## src/rtl/seqcfg_pkg.sv

```systemverilog
`timescale 1ns/1ps
package seqcfg_pkg;

    // Destination of the next shared-port write; encoding is the write order.
    typedef enum logic [1:0] {
        DST_MODE  = 2'd0,
        DST_MASK  = 2'd1,
        DST_BAUD  = 2'd2,
        DST_TXBUF = 2'd3
    } dest_e;

    // Decoded one-hot load strobes for the register bank.
    typedef struct packed {
        logic txbuf;
        logic baud;
        logic mask;
        logic mode;
    } dest_stb_t;

    localparam logic SEL_DATA = 1'b0;
    localparam logic SEL_CMD  = 1'b1;

    // Advance the order, saturating on the transmit buffer.
    function automatic dest_e dest_advance(dest_e d);
        dest_e nxt;
        case (d)
            DST_MODE: nxt = DST_MASK;
            DST_MASK: nxt = DST_BAUD;
            default:  nxt = DST_TXBUF;
        endcase
        return nxt;
    endfunction

    function automatic dest_stb_t dest_decode(dest_e d, logic fire);
        dest_stb_t s;
        s.mode  = fire && (d == DST_MODE);
        s.mask  = fire && (d == DST_MASK);
        s.baud  = fire && (d == DST_BAUD);
        s.txbuf = fire && (d == DST_TXBUF);
        return s;
    endfunction

endpackage

```

## src/rtl/seqcfg_cmd.sv

```systemverilog
`timescale 1ns/1ps
module seqcfg_cmd #(
    parameter int DATA_W  = 8,
    parameter int RST_BIT = DATA_W - 1
) (
    input  logic              clk,
    input  logic              rst,
    input  logic              wr_cmd,
    input  logic [DATA_W-1:0] wr_data,
    output logic [DATA_W-1:0] cmd_q,
    output logic              sw_clear
);

    logic set_req;
    logic release_req;

    assign set_req     = wr_cmd && wr_data[RST_BIT];
    assign release_req = wr_cmd && !wr_data[RST_BIT] && cmd_q[RST_BIT];

    // Held clear while the bit is stored high, and on the set and release writes.
    assign sw_clear = set_req || release_req || cmd_q[RST_BIT];

    always_ff @(posedge clk) begin
        if (rst) begin
            cmd_q <= '0;
        end else if (wr_cmd) begin
            cmd_q <= wr_data;
        end
    end


    ctrl_hold_chk: assert property (@(posedge clk) disable iff (rst)
        !wr_cmd |=> $stable(cmd_q));

endmodule

```

## src/rtl/seqcfg_steer.sv

```systemverilog
`timescale 1ns/1ps
module seqcfg_steer
    import seqcfg_pkg::*;
(
    input  logic      clk,
    input  logic      rst,
    input  logic      sw_clear,
    input  logic      wr_cfg,
    output dest_stb_t stb,
    output logic      cfg_ready
);

    dest_e cnt_q;
    logic  accept;

    assign accept = wr_cfg && !sw_clear;
    assign stb    = dest_decode(cnt_q, accept);

    always_ff @(posedge clk) begin
        if (rst || sw_clear) begin
            cnt_q     <= DST_MODE;
            cfg_ready <= 1'b0;
        end else if (accept) begin
            cnt_q <= dest_advance(cnt_q);
            if (cnt_q == DST_BAUD) begin
                cfg_ready <= 1'b1;
            end
        end
    end


    ready_rise_chk: assert property (@(posedge clk) disable iff (rst)
        $rose(cfg_ready) |-> $past(wr_cfg && cnt_q == DST_BAUD));


    ready_fall_chk: assert property (@(posedge clk) disable iff (rst)
        $fell(cfg_ready) |-> $past(sw_clear));


    rearm_cnt_chk: assert property (@(posedge clk) disable iff (rst)
        sw_clear |=> (cnt_q == DST_MODE));


    saturate_chk: assert property (@(posedge clk) disable iff (rst)
        (cnt_q == DST_TXBUF && !sw_clear) |=> (cnt_q == DST_TXBUF));

endmodule

```

## src/rtl/seqcfg_bank.sv

```systemverilog
`timescale 1ns/1ps
module seqcfg_bank
    import seqcfg_pkg::*;
#(
    parameter int DATA_W  = 8,
    parameter int N_WORDS = 3
) (
    input  logic              clk,
    input  logic              rst,
    input  logic              sw_clear,
    input  dest_stb_t         stb,
    input  logic [DATA_W-1:0] wr_data,
    output logic [DATA_W-1:0] cfg_words [N_WORDS],
    output logic              tx_load,
    output logic [DATA_W-1:0] tx_data
);

    logic [N_WORDS-1:0] ld;

    assign ld = N_WORDS'({stb.baud, stb.mask, stb.mode});

    for (genvar g = 0; g < N_WORDS; g++) begin : g_word
        always_ff @(posedge clk) begin
            if (rst || sw_clear) begin
                cfg_words[g] <= '0;
            end else if (ld[g]) begin
                cfg_words[g] <= wr_data;
            end
        end
    end

    always_ff @(posedge clk) begin
        if (rst) begin
            tx_load <= 1'b0;
            tx_data <= '0;
        end else begin
            tx_load <= stb.txbuf;
            if (stb.txbuf) begin
                tx_data <= wr_data;
            end
        end
    end


    tx_byte_chk: assert property (@(posedge clk) disable iff (rst)
        tx_load |-> (tx_data == $past(wr_data)));


    mode_write_chk: assert property (@(posedge clk) disable iff (rst)
        !$stable(cfg_words[0]) |-> $past(stb.mode || sw_clear));


    tx_keeps_cfg_chk: assert property (@(posedge clk) disable iff (rst)
        $past(stb.txbuf) |-> $stable(cfg_words[2]));

endmodule

```

## src/rtl/seqcfg_loader.sv

```systemverilog
`timescale 1ns/1ps
module seqcfg_loader
    import seqcfg_pkg::*;
#(
    parameter int DATA_W  = 8,
    parameter int RST_BIT = 7
) (
    input  logic              clk,
    input  logic              rst,
    input  logic              wr_en,
    input  logic              reg_sel,
    input  logic [DATA_W-1:0] wr_data,
    output logic [DATA_W-1:0] ctrl_word,
    output logic [DATA_W-1:0] mode_word,
    output logic [DATA_W-1:0] imask_word,
    output logic [DATA_W-1:0] baud_word,
    output logic              tx_load,
    output logic [DATA_W-1:0] tx_data,
    output logic              cfg_ready
);

    localparam int N_CFG = 3;

    logic              wr_cmd;
    logic              wr_cfg;
    logic              sw_clear;
    dest_stb_t         stb;
    logic [DATA_W-1:0] words [N_CFG];

    assign wr_cmd = wr_en && (reg_sel == SEL_CMD);
    assign wr_cfg = wr_en && (reg_sel == SEL_DATA);

    seqcfg_cmd #(.DATA_W(DATA_W), .RST_BIT(RST_BIT)) u_cmd (
        .clk      (clk),
        .rst      (rst),
        .wr_cmd   (wr_cmd),
        .wr_data  (wr_data),
        .cmd_q    (ctrl_word),
        .sw_clear (sw_clear)
    );

    seqcfg_steer u_steer (
        .clk       (clk),
        .rst       (rst),
        .sw_clear  (sw_clear),
        .wr_cfg    (wr_cfg),
        .stb       (stb),
        .cfg_ready (cfg_ready)
    );

    seqcfg_bank #(.DATA_W(DATA_W), .N_WORDS(N_CFG)) u_bank (
        .clk       (clk),
        .rst       (rst),
        .sw_clear  (sw_clear),
        .stb       (stb),
        .wr_data   (wr_data),
        .cfg_words (words),
        .tx_load   (tx_load),
        .tx_data   (tx_data)
    );

    assign mode_word  = words[0];
    assign imask_word = words[1];
    assign baud_word  = words[2];


    load_needs_ready_chk: assert property (@(posedge clk) disable iff (rst)
        tx_load |-> cfg_ready);


    held_idle_chk: assert property (@(posedge clk) disable iff (rst)
        ctrl_word[RST_BIT] |-> (!cfg_ready && !tx_load && mode_word == '0 && baud_word == '0));

endmodule

```

## config.mk

```make
export PLATFORM = sky130hd
export DESIGN_NAME = seqcfg_loader
export DESIGN_NICKNAME = d
export VERILOG_FILES = /design/src/rtl/seqcfg_pkg.sv /design/src/rtl/seqcfg_cmd.sv /design/src/rtl/seqcfg_steer.sv /design/src/rtl/seqcfg_bank.sv /design/src/rtl/seqcfg_loader.sv
export SDC_FILE = /design/constraint.sdc
export NUM_CORES = 1
export LEC_CHECK = 0
export ABC_AREA = 0
export CAP_MARGIN = 0
export CORE_ASPECT_RATIO = 1.1
export CORE_MARGIN = 5
export CORE_UTILIZATION = 35
export CTS_BUF_LIST = sky130_fd_sc_hd__clkbuf_16
export CTS_CLUSTER_DIAMETER = 60
export DETAILED_ROUTE_END_ITERATION = 16
export DONT_BUFFER_PORTS = 1
export GPL_ROUTABILITY_DRIVEN = 0
export PLACE_DENSITY_LB_ADDON = 0.15
export RECOVER_POWER = 50
export SYNTH_ARGS = -nofsm -noshare
export SYNTH_HDL_FRONTEND = slang
export SYNTH_SLANG_ARGS = --single-unit
```

## constraint.sdc

```tcl
create_clock -name clk -period 1.65 [get_ports clk]
set_clock_uncertainty 0.2 [all_clocks]
set_input_delay 0.0825 -clock clk [delete_from_list [all_inputs] [get_ports clk]]
set_output_delay 0.0825 -clock clk [all_outputs]
set_load 0.02 [all_outputs]
```

* Word level (Yosys, flattened, before mapping)
Index checks and enable logic that the tools add are counted.
** Word-level totals
- Word-level logic and storage cells :: 30
- Input port bits :: 12
- Output and inout bits :: 42
- Register bits :: 44
** Operators by class
- Reduce and logical (&&, ||, !) cells :: 17
- Mux-type cells :: 1
- Equal/unequal tests :: 3
- Bitwise gates (word level) :: 1
** Operators with widths (count)
- 1-bit logical AND :: 10
- 2-bit equality test (second input constant) :: 2
- 2-bit one-hot mux with 2 select lines :: 1
- 1-bit logical OR :: 3
- 2-bit by 1-bit equality test with 1-bit output (second input constant) :: 1
- 1-bit zero test :: 2
- 2-bit zero test :: 1
- 2-bit AND reduction :: 1
- 1-bit NOT :: 1

* Depth between registers and ports, before layout
Gate-level depths: netlist (run 1).
- Depth after elaboration :: 8
- Depth in mapped cells :: 5
- Depth with buffers taken out :: 3

* Cells and area by module
From an unflattened synthesis (run 1), not the netlist that was laid out.
** Second synthesis, totals
- Cells, all modules :: 151
- Area total of the unflattened synthesis :: 1697.9 um2
** Modules (own cells, without submodules)
- seqcfg_bank :: seq. area each 660.6 um2, cells an instance 107, area an instance 1229.9 um2, instances 1
- seqcfg_cmd :: seq. area each 160.2 um2, cells an instance 27, area an instance 294.0 um2, instances 1
- seqcfg_steer :: seq. area each 60.1 um2, cells an instance 15, area an instance 157.7 um2, instances 1
- seqcfg_loader :: seq. area each 0.0 um2, cells an instance 2, area an instance 16.3 um2, instances 1

* Worst setup path before layout (run 1)
OpenSTA, ideal clock, no wires.
- Kind :: register to register
- From :: register u_cmd.cmd_q[7]
- To :: register u_bank.cfg_words[6] (netlist bit)
- Data required time :: 1.333 ns
- Clock period less this slack :: 1.665 ns
- Buffers on the path :: 1
- Cell stages (with the launch flop) :: 5
- Setup time :: 0.117 ns
- Path slack :: -0.015 ns
- Data arrival time :: 1.348 ns
- Path through :: dfxtp_1 or4b_4 buf_6 o21ai_2 a21oi_1
** On the way
- Longest elaborated chain between the ends :: 6
- Elaborated cells between the ends (all ways) :: 7
- Classes of those cells :: 7 x reduce/logical
** RTL lines
- start, declared :: RTL line seqcfg_cmd.sv:10 : output logic [DATA_W-1:0] cmd_q,
- start signal, assigned :: RTL line seqcfg_cmd.sv:27 : cmd_q <= wr_data;
- 1-bit logical AND :: RTL line seqcfg_cmd.sv:18 : assign release_req = wr_cmd && !wr_data[RST_BIT] && cmd_q[RST_BIT];
- 1-bit logical OR :: RTL line seqcfg_cmd.sv:21 : assign sw_clear = set_req || release_req || cmd_q[RST_BIT];
- 1-bit logical OR * :: RTL line seqcfg_cmd.sv:21
- 1-bit zero test :: RTL line seqcfg_steer.sv:16 : assign accept = wr_cfg && !sw_clear;
- 1-bit logical AND :: RTL line seqcfg_steer.sv:16
- 1-bit logical AND :: RTL line seqcfg_pkg.sv:38 : s.baud = fire && (d == DST_BAUD);
- end signal, assigned by index :: RTL line seqcfg_bank.sv:27 : cfg_words[g] <= wr_data;
- end, declared :: RTL line seqcfg_bank.sv:13 : output logic [DATA_W-1:0] cfg_words [N_WORDS],
Every way passes the cells marked *; elsewhere a longest branch is shown, timed or not.
A chain may end at the register's enable or synchronous reset.

==> results of run 1 <==
==> repair_timing <==
| action | 4_1_cts | 5_1_grt |
|---|---|---|
| hold buffers | 19 | 0 |
| resized for setup | 0 | 2 |
| endpoints found under the setup margin | 0 | 23 |
| hold endpoints to repair | 44 | 0 |
==> worst max-delay path by stage <==
stage / startpoint / endpoint / slack (ns) / cells past startpoint
floorplan: u_cmd.cmd_q[7] / u_bank.cfg_words[6] / 0.06 / 4
global placement: u_cmd.cmd_q[7] / u_bank.cfg_words[4] / 0.1 / 3
detailed placement: u_cmd.cmd_q[7] / u_bank.tx_data[2] / 0.07 / 4
CTS: rst / u_bank.cfg_words[10] / 0.01 / 5
global route: u_steer.cnt_q[0] / u_bank.cfg_words[5] / 0.003 / 3
finish: wr_data[5] / u_cmd.cmd_q[5] / 0.05 / 4
==> final cells by class <==
type / count / area [µm²]
fill: 456 / 2620
sequential: 44 / 882
multi-input combinational: 134 / 742
timing repair buffer: 27 / 265
clock buffer: 5 / 125
tap: 56 / 70.1
clock inverter: 3 / 11.3
inverter: 1 / 3.75
==> worst max-delay path, cell delays in order <==
cell and delay [ns]:
dlygate4sd3_1 0.70, nand3_1 0.10, dlygate4sd3_1 0.57, a21oi_1 0.15
==> registers in the layout (all words and copies together), names as in the netlist <==
name	cells
u_steer.cnt_q	2
u_cmd.cmd_q	8
u_bank.tx_load	1
u_bank.cfg_words	24
u_steer.cfg_ready	1
u_bank.tx_data	8
==> cell families (layout without fill, tap and decap cells) <==
logic type	count (synthesis)	in the layout	share of synthesized area, %
DFF	44	44	50.9
AOI/OAI and AO/OA	75	75	24.0
and+or+nand+nor	59	59	18.6
buffers and inverters	19	36	6.50
==> stage by stage <==
step / instance area [µm²] / cells / worst slack [ns] / util, % / hold slack, ns
floorplan: 1730 / 197 / 0.0587 / - / 0.0293
detailed placement: 1770 / 243 / 0.0723 / 37.5 / -0.0453
CTS: 2090 / 270 / 0.0135 / 44.4 / 0.00352
global placement: 1770 / 243 / 0.0956 / 37.5 / -0.0485
global route: 2100 / 270 / 0.00312 / 44.5 / 0.0430
finish: 2100 / 270 / 0.0459 / 44.5 / -0.00234
==> metal layers <==
layer | vias up | wire [µm] | part of all wire, %
met4 | 0 | 40 | 0.81
met2 | 42 | 2470 | 50
met5 | - | 0 | 0
met1 | 722 | 2030 | 41
met3 | 5 | 416 | 8.4
li1 | 736 | - | -
==> synth_stat cells (all sizes together) (3+ instances only) <==
cell	number
clkbuf	6
buf	12
o21ai	32
nand3	40
nor2	3
dfxtp	44
nand2	10
a21oi	42
==> power groups by stage <==
| stage | Combinational (mW) | Clock (mW) | Sequential [mW] |
|---|---|---|---|
| after floorplan | 0.102 | 0 | 1.15 |
| after global placement | 0.114 | 0 | 1.15 |
| after detailed placement | 0.119 | 0 | 1.15 |
| after CTS | 0.172 | 0.940 | 1.12 |
| after global routing | 0.191 | 0.985 | 1.13 |
| final | 0.174 | 0.920 | 1.12 |
==> flow_summary_export.csv, run 1 <==
group,metric,value,unit
run_status,outcome,"finished, violations left",
run_status,violations,"negative hold slack",
logic_synthesis,ys_seq_elements,44,
floorplan,dieArea,6460,µm²
logic_synthesis,synth_cell_types,20,
drt,vias,1505,
drt,routedWlPerCell,18.4,µm
timing,worst_pin_slew,0.486,ns
grt,met2_usage,24.9,%
timing,slew_headroom,67.6,%
timing,post-route-min-period,1.60,ns
drt,first_iter_violations,103,
layout,diodes,0,
logic_synthesis,syn_area,1730,µm²
pwr,power.switching,515,µW
worst_setup_path,cp_data_required_time,1.65,ns
drt,dr.pass1.iters,4,
logic_synthesis,netlist_instances,197,
placed_design,portBuffers,0,
logic_synthesis,ys.flop_type,"dfxtp_1",
placed_design,hpwl,3240,µm
cts,clock_sinks,44,
layout,drive_gt1_share,12.6,%
pwr,clkPwrFrac,41.5,%
cts,cts-buffers-inserted,5,
logic_synthesis,postSynth.asyncResetShare,0,%
min_path,min_to,"u_bank.cfg_words[21]",
worst_setup_path,path_max_fanout,5,
grt,grt_max_degree,34,
worst_setup_path,reg2reg_to,"u_bank.cfg_words[4]",
drt,drc,0,
drt,drtAntennaViolNets,0,
cts,clk-insertion-delay-late,0.28,ns
layout,area_growth_syn_to_layout,21.2,%
grt,met3_usage,6.48,%
timing,finalSetupViolCount,0,
logic_synthesis,syn_area_per_cell,8.79,µm²
grt,grt_pass1_vias,1461,
timing,rsz0062_at_grt,"false",
min_path,min_path_type,"in -> reg",
floorplan,die_h,83.8,µm
pwr,p_total,2.22,mW
layout,final_common_cell,"dfxtp_1",
timing,finalSetupTns,0,ns
floorplan,io_pins,54,
pwr,p_seq_share,50.7,%
min_path,hold_depth,3,
grt,grt_pass1_wl,7940,µm
cts,root_buffer,"clkbuf_16",
min_path,hp-start,"wr_data[7]",
timing,period_share,97.2,%
layout,final_cell_mix,"dfxtp_1, a21oi_1, nand3_1",
floorplan,fp.dieW,77.1,µm
timing,timing.hold.ws,-0.00234,ns
cts,cts_tree,"built",
pwr,switching_share,23.2,%
pwr,p_leak,0.704,nW
pwr,p_int,1.70,mW
logic_synthesis,synth_top_cell_by_area,"dfxtp_1",
logic_synthesis,yosys.area.top_type_share,50.9,%
grt,grt_usage,15.4,%
flow_run,maxCapViolations,0,
worst_setup_path,arrival,1.61,ns
drt,vias_per_cell,5.57,
drt,routed_wirelength,4960,µm
grt,grt_overflow,0,
floorplan,rows,26,
cts,clk_path_buf_depth,2,
logic_synthesis,seq_area_frac_synth,50.9,%
cts,postCtsSetupRepairBufs,0,
worst_setup_path,worst-setup-path-type,"in -> reg",
pwr,power_density,1060,nW/µm²
logic_synthesis,yosysWarnings,0,
timing,finalHoldViolCount,2,
layout,nNetsFinal,225,
grt,grt_busiest_layer,"met2",
cts,clk_pin_slew,0.06,ns
timing,max_freq,623,MHz
pwr,irDropWorstVdd,417,µV
floorplan,fp.coreArea,4720,µm²
cts,h-tree-depth,2,
logic_synthesis,synth.net_count,209,
grt,grtUsageMet1,18.6,%
pwr,comb_power_share,7.9,%
floorplan,initial_utilization,36.7,%
logic_synthesis,synthTopCellsByArea,"dfxtp_1, a21oi_1, nand3_1, o21ai_0, o21ai_2",
grt,antenna_found_initial,0,
logic_synthesis,synth_edf_count,0,
worst_setup_path,cp-end-kind,"register",
worst_setup_path,r2r-start,"u_steer.cnt_q[0]",
worst_setup_path,r2r_slack,0.09,ns
timing,maxSlewViolCount,0,
worst_setup_path,worstRegToRegCells,3,
worst_setup_path,start_kind,"primary input",
No activity file was read; power rests on OpenSTA's default activity.
==> run 2, diff against run 1 <==
- MAX_ROUTING_LAYER: not set -> met4
- SETUP_SLACK_MARGIN: not set -> 0.5
- SYNTH_HIERARCHICAL: not set -> 1
==> run 2 against run 1 <==
  * The run still ends with negative hold slack left
  * Sequential power barely moved
  * Setup slack got worse by 0.015 ns
  * Sequential cell count unchanged
  * Via count fell by 26%
  * Critical path depth rose by 1
  * Critical endpoint is now u_bank/cfg_words[5]
  * Largest power group unchanged
==> flow_summary_export.csv, run 2 <==
group,metric,value,unit
layout,largest_reg_flops,24,
floorplan,die_h,83.1,µm
pwr,p_leak,0.744,nW
cts,h-tree-depth,2,
timing,rsz0062_at_grt,"true",
layout,stdcell_count,225,
logic_synthesis,synth_fa_ha_area_share,0,%
layout,reg_top3,"u_bank/cfg_words x24, u_bank/tx_data x8, u_cmd/cmd_q x8",
drt,first_iter_violations,53,
worst_setup_path,slowest_stage,"and4bb_2",
layout,final_cell_mix,"dfxtp_1, mux2i_1, nor2_1",
grt,grt_overflow,0,
worst_setup_path,cp_data_required_time,1.61,ns
timing,finalHoldViolCount,23,
drt,vias,1116,
placed_design,dpl.cell_count,210,
pwr,irDropWorstVdd,362,µV
logic_synthesis,ys_seq_elements,44,
logic_synthesis,synth.most_common_cell,"dfxtp_1",
floorplan,fp.dieW,76.4,µm
drt,routedWlPerCell,17.5,µm
logic_synthesis,synth_cell_types,23,
cts,clock_sinks,44,
grt,grt_pass1_vias,1113,
logic_synthesis,yosys.area.top_type_share,51.9,%
timing,setup_slack,0.0311,ns
worst_setup_path,max_stage_delay,0.36,ns
timing,max_freq,618,MHz
timing,period_share,98.1,%
timing,worst_pin_slew,0.365,ns
logic_synthesis,synthTopCellsByArea,"dfxtp_1, mux2i_1, nor2_1, buf_6, nor2_2",
worst_setup_path,worst-setup-path-type,"reg -> reg",
layout,nNetsFinal,183,
run_status,outcome,"finished, violations left",
timing,timing.hold.ws,-0.330,ns
logic_synthesis,synthTopCellsByCount,"dfxtp_1, mux2i_1, nor2_1",
worst_setup_path,cp_cell_sequence,"a21o_4, and4bb_2, buf_6, mux2i_4, nor2_4",
grt,grt_max_degree,25,
pwr,p_total,2.18,mW
placed_design,pre_cts_slack,0.0598,ns
timing,slew_headroom,75.7,%
timing,post-route-min-period,1.62,ns
timing,maxSlewViolCount,0,
worst_setup_path,cp_top_family,"simple AND/OR/NAND/NOR gates",
logic_synthesis,seq_area_frac_synth,51.9,%
logic_synthesis,synthMuxAreaShare,23.6,%
grt,antenna_found_initial,0,
worst_setup_path,cp-end-kind,"register",
logic_synthesis,syn_area,1700,µm²
cts,root_buffer,"clkbuf_16",
layout,area_growth_syn_to_layout,24.8,%
logic_synthesis,netlist_instances,151,
cts,hold_buffers,7,
floorplan,initial_utilization,36.2,%
timing,finalSetupTns,0,ns
logic_synthesis,synth_simple_gate_area_share,17.8,%
worst_setup_path,r2r_slack,0.03,ns
run_status,violations,"negative hold slack",
logic_synthesis,synth_top_cell_by_area,"dfxtp_1",
logic_synthesis,syn_area_per_cell,11.2,µm²
drt,drtAntennaViolNets,0,
drt,routed_wirelength,3950,µm
placed_design,portBuffers,0,
logic_synthesis,yosysWarnings,6,
layout,final_common_cell,"dfxtp_1",
logic_synthesis,synth_edf_count,0,
flow_run,maxCapViolations,0,
cts,clk_path_buf_depth,2,
layout,diodes,0,
pwr,power_density,1030,nW/µm²
worst_setup_path,crit_buf_inv,1,
placed_design,hpwl,2760,µm
logic_synthesis,synth_top_family_by_area,"multiplexers",
worst_setup_path,arrival,1.58,ns
logic_synthesis,synth.net_count,163,
cts,cts_tree,"built",
floorplan,dieArea,6350,µm²
logic_synthesis,postSynth.asyncResetShare,0,%
grt,grt_pass1_wl,6290,µm
floorplan,io_pins,54,
drt,dr.pass1.iters,4,
logic_synthesis,synth_xor_area_share,0,%
worst_setup_path,start_kind,"register",
logic_synthesis,ys.flop_type,"dfxtp_1",
cts,clk-insertion-delay-late,0.27,ns
timing,finalSetupViolCount,0,
cts,clk_pin_slew,0.06,ns
layout,largest-register,"u_bank/cfg_words",
worst_setup_path,path_max_fanout,7,
grt,grt_usage,12.8,%
layout,drive_gt1_share,29.0,%
floorplan,fp.coreArea,4680,µm²
drt,drc,0,
drt,vias_per_cell,4.96,
logic_synthesis,synth_compound_area_share,1.25,%
cts,cts-buffers-inserted,5,
floorplan,rows,26,
min_path,min_path_type,"in -> reg",
-- run 2: cell types whose count changed after synthesis, sizes merged, moves of 2 or more --
cell / change
a21oi: -41
mux2i: +40
nand3: -40
nor2: +38
o21ai: -32
nand2: -10
clkbuf: -6
and2b: +2
buf: -2
-- run 2: path summary, 6_finish.rpt --
path | startpoint | endpoint | depth (start not counted)
worst max-delay path | u_cmd/cmd_q[7] | u_bank/cfg_words[5] | 5
worst min-delay path | rst | u_cmd/cmd_q[7] | 1
worst max register to register | u_cmd/cmd_q[7] | u_bank/cfg_words[5] | 5
worst min register to register | u_steer/cnt_q[1] | u_steer/cfg_ready | 2
-- run 2: cell families (layout without fill, tap and decap cells) --
family	Yosys count	count (layout)
buf+inv	11	29
compound gates	3	3
mux	40	40
simple gates	53	53
flops	44	44
-- run 2: layer usage --
metal,GRT usage [%],part of all wire (%)
met5,-,0
met4,3.82,1.3
met3,5.74,7.9
met2,20.2,49
met1,14.6,42
-- run 2: final cells by class --
class,instances,area [µm²]
Multi-Input combinational cell,96,802
Clock buffer,5,125
Inverter,1,3.75
Fill cell,464,2560
Tap cell,56,70.1
Sequential cell,44,883
Timing Repair Buffer,23,235
-- run 2: what timing repair did --
action | 4_1_cts | 5_1_grt
setup buffers | 1 | 2
setup endpoints to repair | 33 | 34
hold endpoints to repair | 44 | 23
pin swaps | 5 | 16
gates resized for setup | 7 | 12
-- run 2: stage by stage --
stage | instance area [µm²] | utilization [%]
final | 2120 | 45.2
after global routing | 2120 | 45.2
after CTS | 2060 | 44.0
after detailed placement | 1830 | 39.0
after global placement | 1830 | 39.0
after floorplan | 1770 | -
-- run 2: power by group --
part           total, mW  internal (mW)  switching [mW]
Clock              0.884          0.534           0.349
Sequential          1.13           1.09          0.0425
Combinational      0.166         0.0818          0.0837
Total               2.18           1.70           0.476
==> run 3, diff against run 2 <==
- ABC_AREA: 0 -> not set
- CELL_PAD_IN_SITES_DETAIL_PLACEMENT: not set -> 0
- CELL_PAD_IN_SITES_GLOBAL_PLACEMENT: not set -> 1
==> run 3 against run 2 <==
  * Core utilization is 0.48 points higher
  * Wire length is 1.9% lower
  * Register-to-register slack better by 0.02 ns
  * The flow still finishes with violations (negative hold slack)
  * Cell count stayed put
==> flow_summary_export.csv, run 3 (synthesis results as in run 2) <==
group,metric,value,unit
placed_design,post_dp_cell_area,1830,µm²
timing,timing.hold.ws,-0.339,ns
layout,reg_top3,"u_bank/cfg_words x24, u_bank/tx_data x8, u_cmd/cmd_q x8",
grt,grt_usage,13.2,%
layout,drive_gt1_share,27.8,%
layout,nNetsFinal,180,
timing,finalSetupViolCount,0,
cts,h-tree-depth,2,
floorplan,rows,26,
drt,first_iter_violations,69,
timing,maxSlewViolCount,0,
timing,max_freq,625,MHz
pwr,power_density,1120,nW/µm²
timing,finalSetupTns,0,ns
flow_run,maxCapViolations,0,
worst_setup_path,max_stage_delay,0.33,ns
drt,vias,1119,
drt,dr.pass1.iters,4,
grt,grt_pass1_vias,1162,
timing,rsz0062_at_grt,"true",
drt,routedWlPerCell,17.2,µm
layout,seqCellArea,883,µm²
worst_setup_path,slowest_stage,"and4bb_2",
floorplan,fp.coreArea,4680,µm²
worst_setup_path,cp_data_required_time,1.63,ns
timing,post-route-min-period,1.60,ns
layout,largest-register,"u_bank/cfg_words",
cts,clk_pin_slew,0.06,ns
worst_setup_path,cp-end-kind,"register",
run_status,violations,"negative hold slack",
worst_setup_path,start_kind,"register",
cts,root_buffer,"clkbuf_16",
worst_setup_path,cp_top_family,"simple AND/OR/NAND/NOR gates",
placed_design,hpwl,2820,µm
layout,multi_input_area,818,µm²
grt,grt_pass1_wl,6450,µm
floorplan,dieArea,6350,µm²
layout,nFillCells,470,
timing,slew_headroom,77.6,%
min_path,min_path_type,"in -> reg",
layout,stdcell_count,225,
drt,vias_per_cell,4.97,
grt,grt_max_degree,22,
layout,final_util,45.7,%
pwr,p_leak,0.749,nW
grt,grt_overflow,0,
floorplan,fp.dieW,76.4,µm
timing,worst_pin_slew,0.336,ns
layout,fin_area,2140,µm²
floorplan,io_pins,54,
worst_setup_path,crit_buf_inv,1,
floorplan,die_h,83.1,µm
cts,cts_tree,"built",
pwr,irDropWorstVdd,533,µV
layout,final_cell_mix,"dfxtp_1, mux2i_1, nor2_1",
cts,cts-buffers-inserted,5,
drt,drtAntennaViolNets,0,
timing,period_share,96.9,%
cts,clk_path_buf_depth,2,
layout,diodes,0,
drt,drc,0,
worst_setup_path,worst-setup-path-type,"reg -> reg",
layout,area_growth_syn_to_layout,26.2,%
placed_design,dpl.cell_count,209,
layout,largest_reg_flops,24,
run_status,outcome,"finished, violations left",
cts,hold_buffers,7,
layout,final_common_cell,"dfxtp_1",
worst_setup_path,arrival,1.58,ns
cts,clock_sinks,44,
worst_setup_path,cp_cell_sequence,"a21o_4, and4bb_2, buf_6, mux2i_4, nor2_4",
grt,antenna_found_initial,0,
drt,routed_wirelength,3870,µm
floorplan,initial_utilization,36.2,%
cts,clk-insertion-delay-late,0.28,ns
placed_design,portBuffers,0,
worst_setup_path,path_max_fanout,7,
timing,finalHoldViolCount,26,
==> run 3: area by class of cell <==
class                   instances  area share [%]
well taps                      56            3.27
repair buffers                 20            9.11
flip-flops and latches         44            41.2
clock inverters                 3            2.16
clock buffers                   5            5.84
multi-input cells              96            38.2
inverters                       1           0.175
==> run 3: stage by stage <==
step / setup slack, ns / hold WS [ns] / power, mW
after CTS: 0.0558 / -0.345 / 2.44
after global placement: 0.0565 / -0.0432 / 1.27
after global routing: -0.00396 / -0.351 / 2.50
after floorplan: 0.0233 / -0.0440 / 1.26
after detailed placement: 0.0441 / -0.0473 / 1.27
final: 0.0504 / -0.339 / 2.40
==> run 3: final timing paths <==
kind                                      from                   to  slack, ns  depth (start not counted)
worst min-delay path                       rst       u_cmd/cmd_q[7]      -0.34                          1
worst min register to register  u_cmd/cmd_q[7]    u_steer/cfg_ready       0.35                          2
worst max-delay path            u_cmd/cmd_q[7]  u_bank/cfg_words[5]       0.05                          5
worst max register to register  u_cmd/cmd_q[7]  u_bank/cfg_words[5]       0.05                          5
==> run 3: timing repair <==
action	4_1_cts	5_1_grt
hold endpoints to repair	44	24
resized for setup	6	8
setup endpoints to repair	33	36
setup buffers	1	0
pin swaps	5	3
cloned	0	0
==> run 3: layer usage <==
layer  share of wire (%)  global-route usage (%)  vias up
met2                  47                    20.0       37
met1                  42                    14.8      539
li1                    -                       -      538
met5                   0                       -        -
met4                0.98                    4.29        0
met3                  10                    7.03        5
==> run 3: where the power goes <==
part | internal (mW) | switching, mW | total, mW
Clock | 0.718 | 0.399 | 1.12
Sequential | 1.09 | 0.0425 | 1.13
Combinational | 0.0763 | 0.0829 | 0.159
Total | 1.88 | 0.525 | 2.40
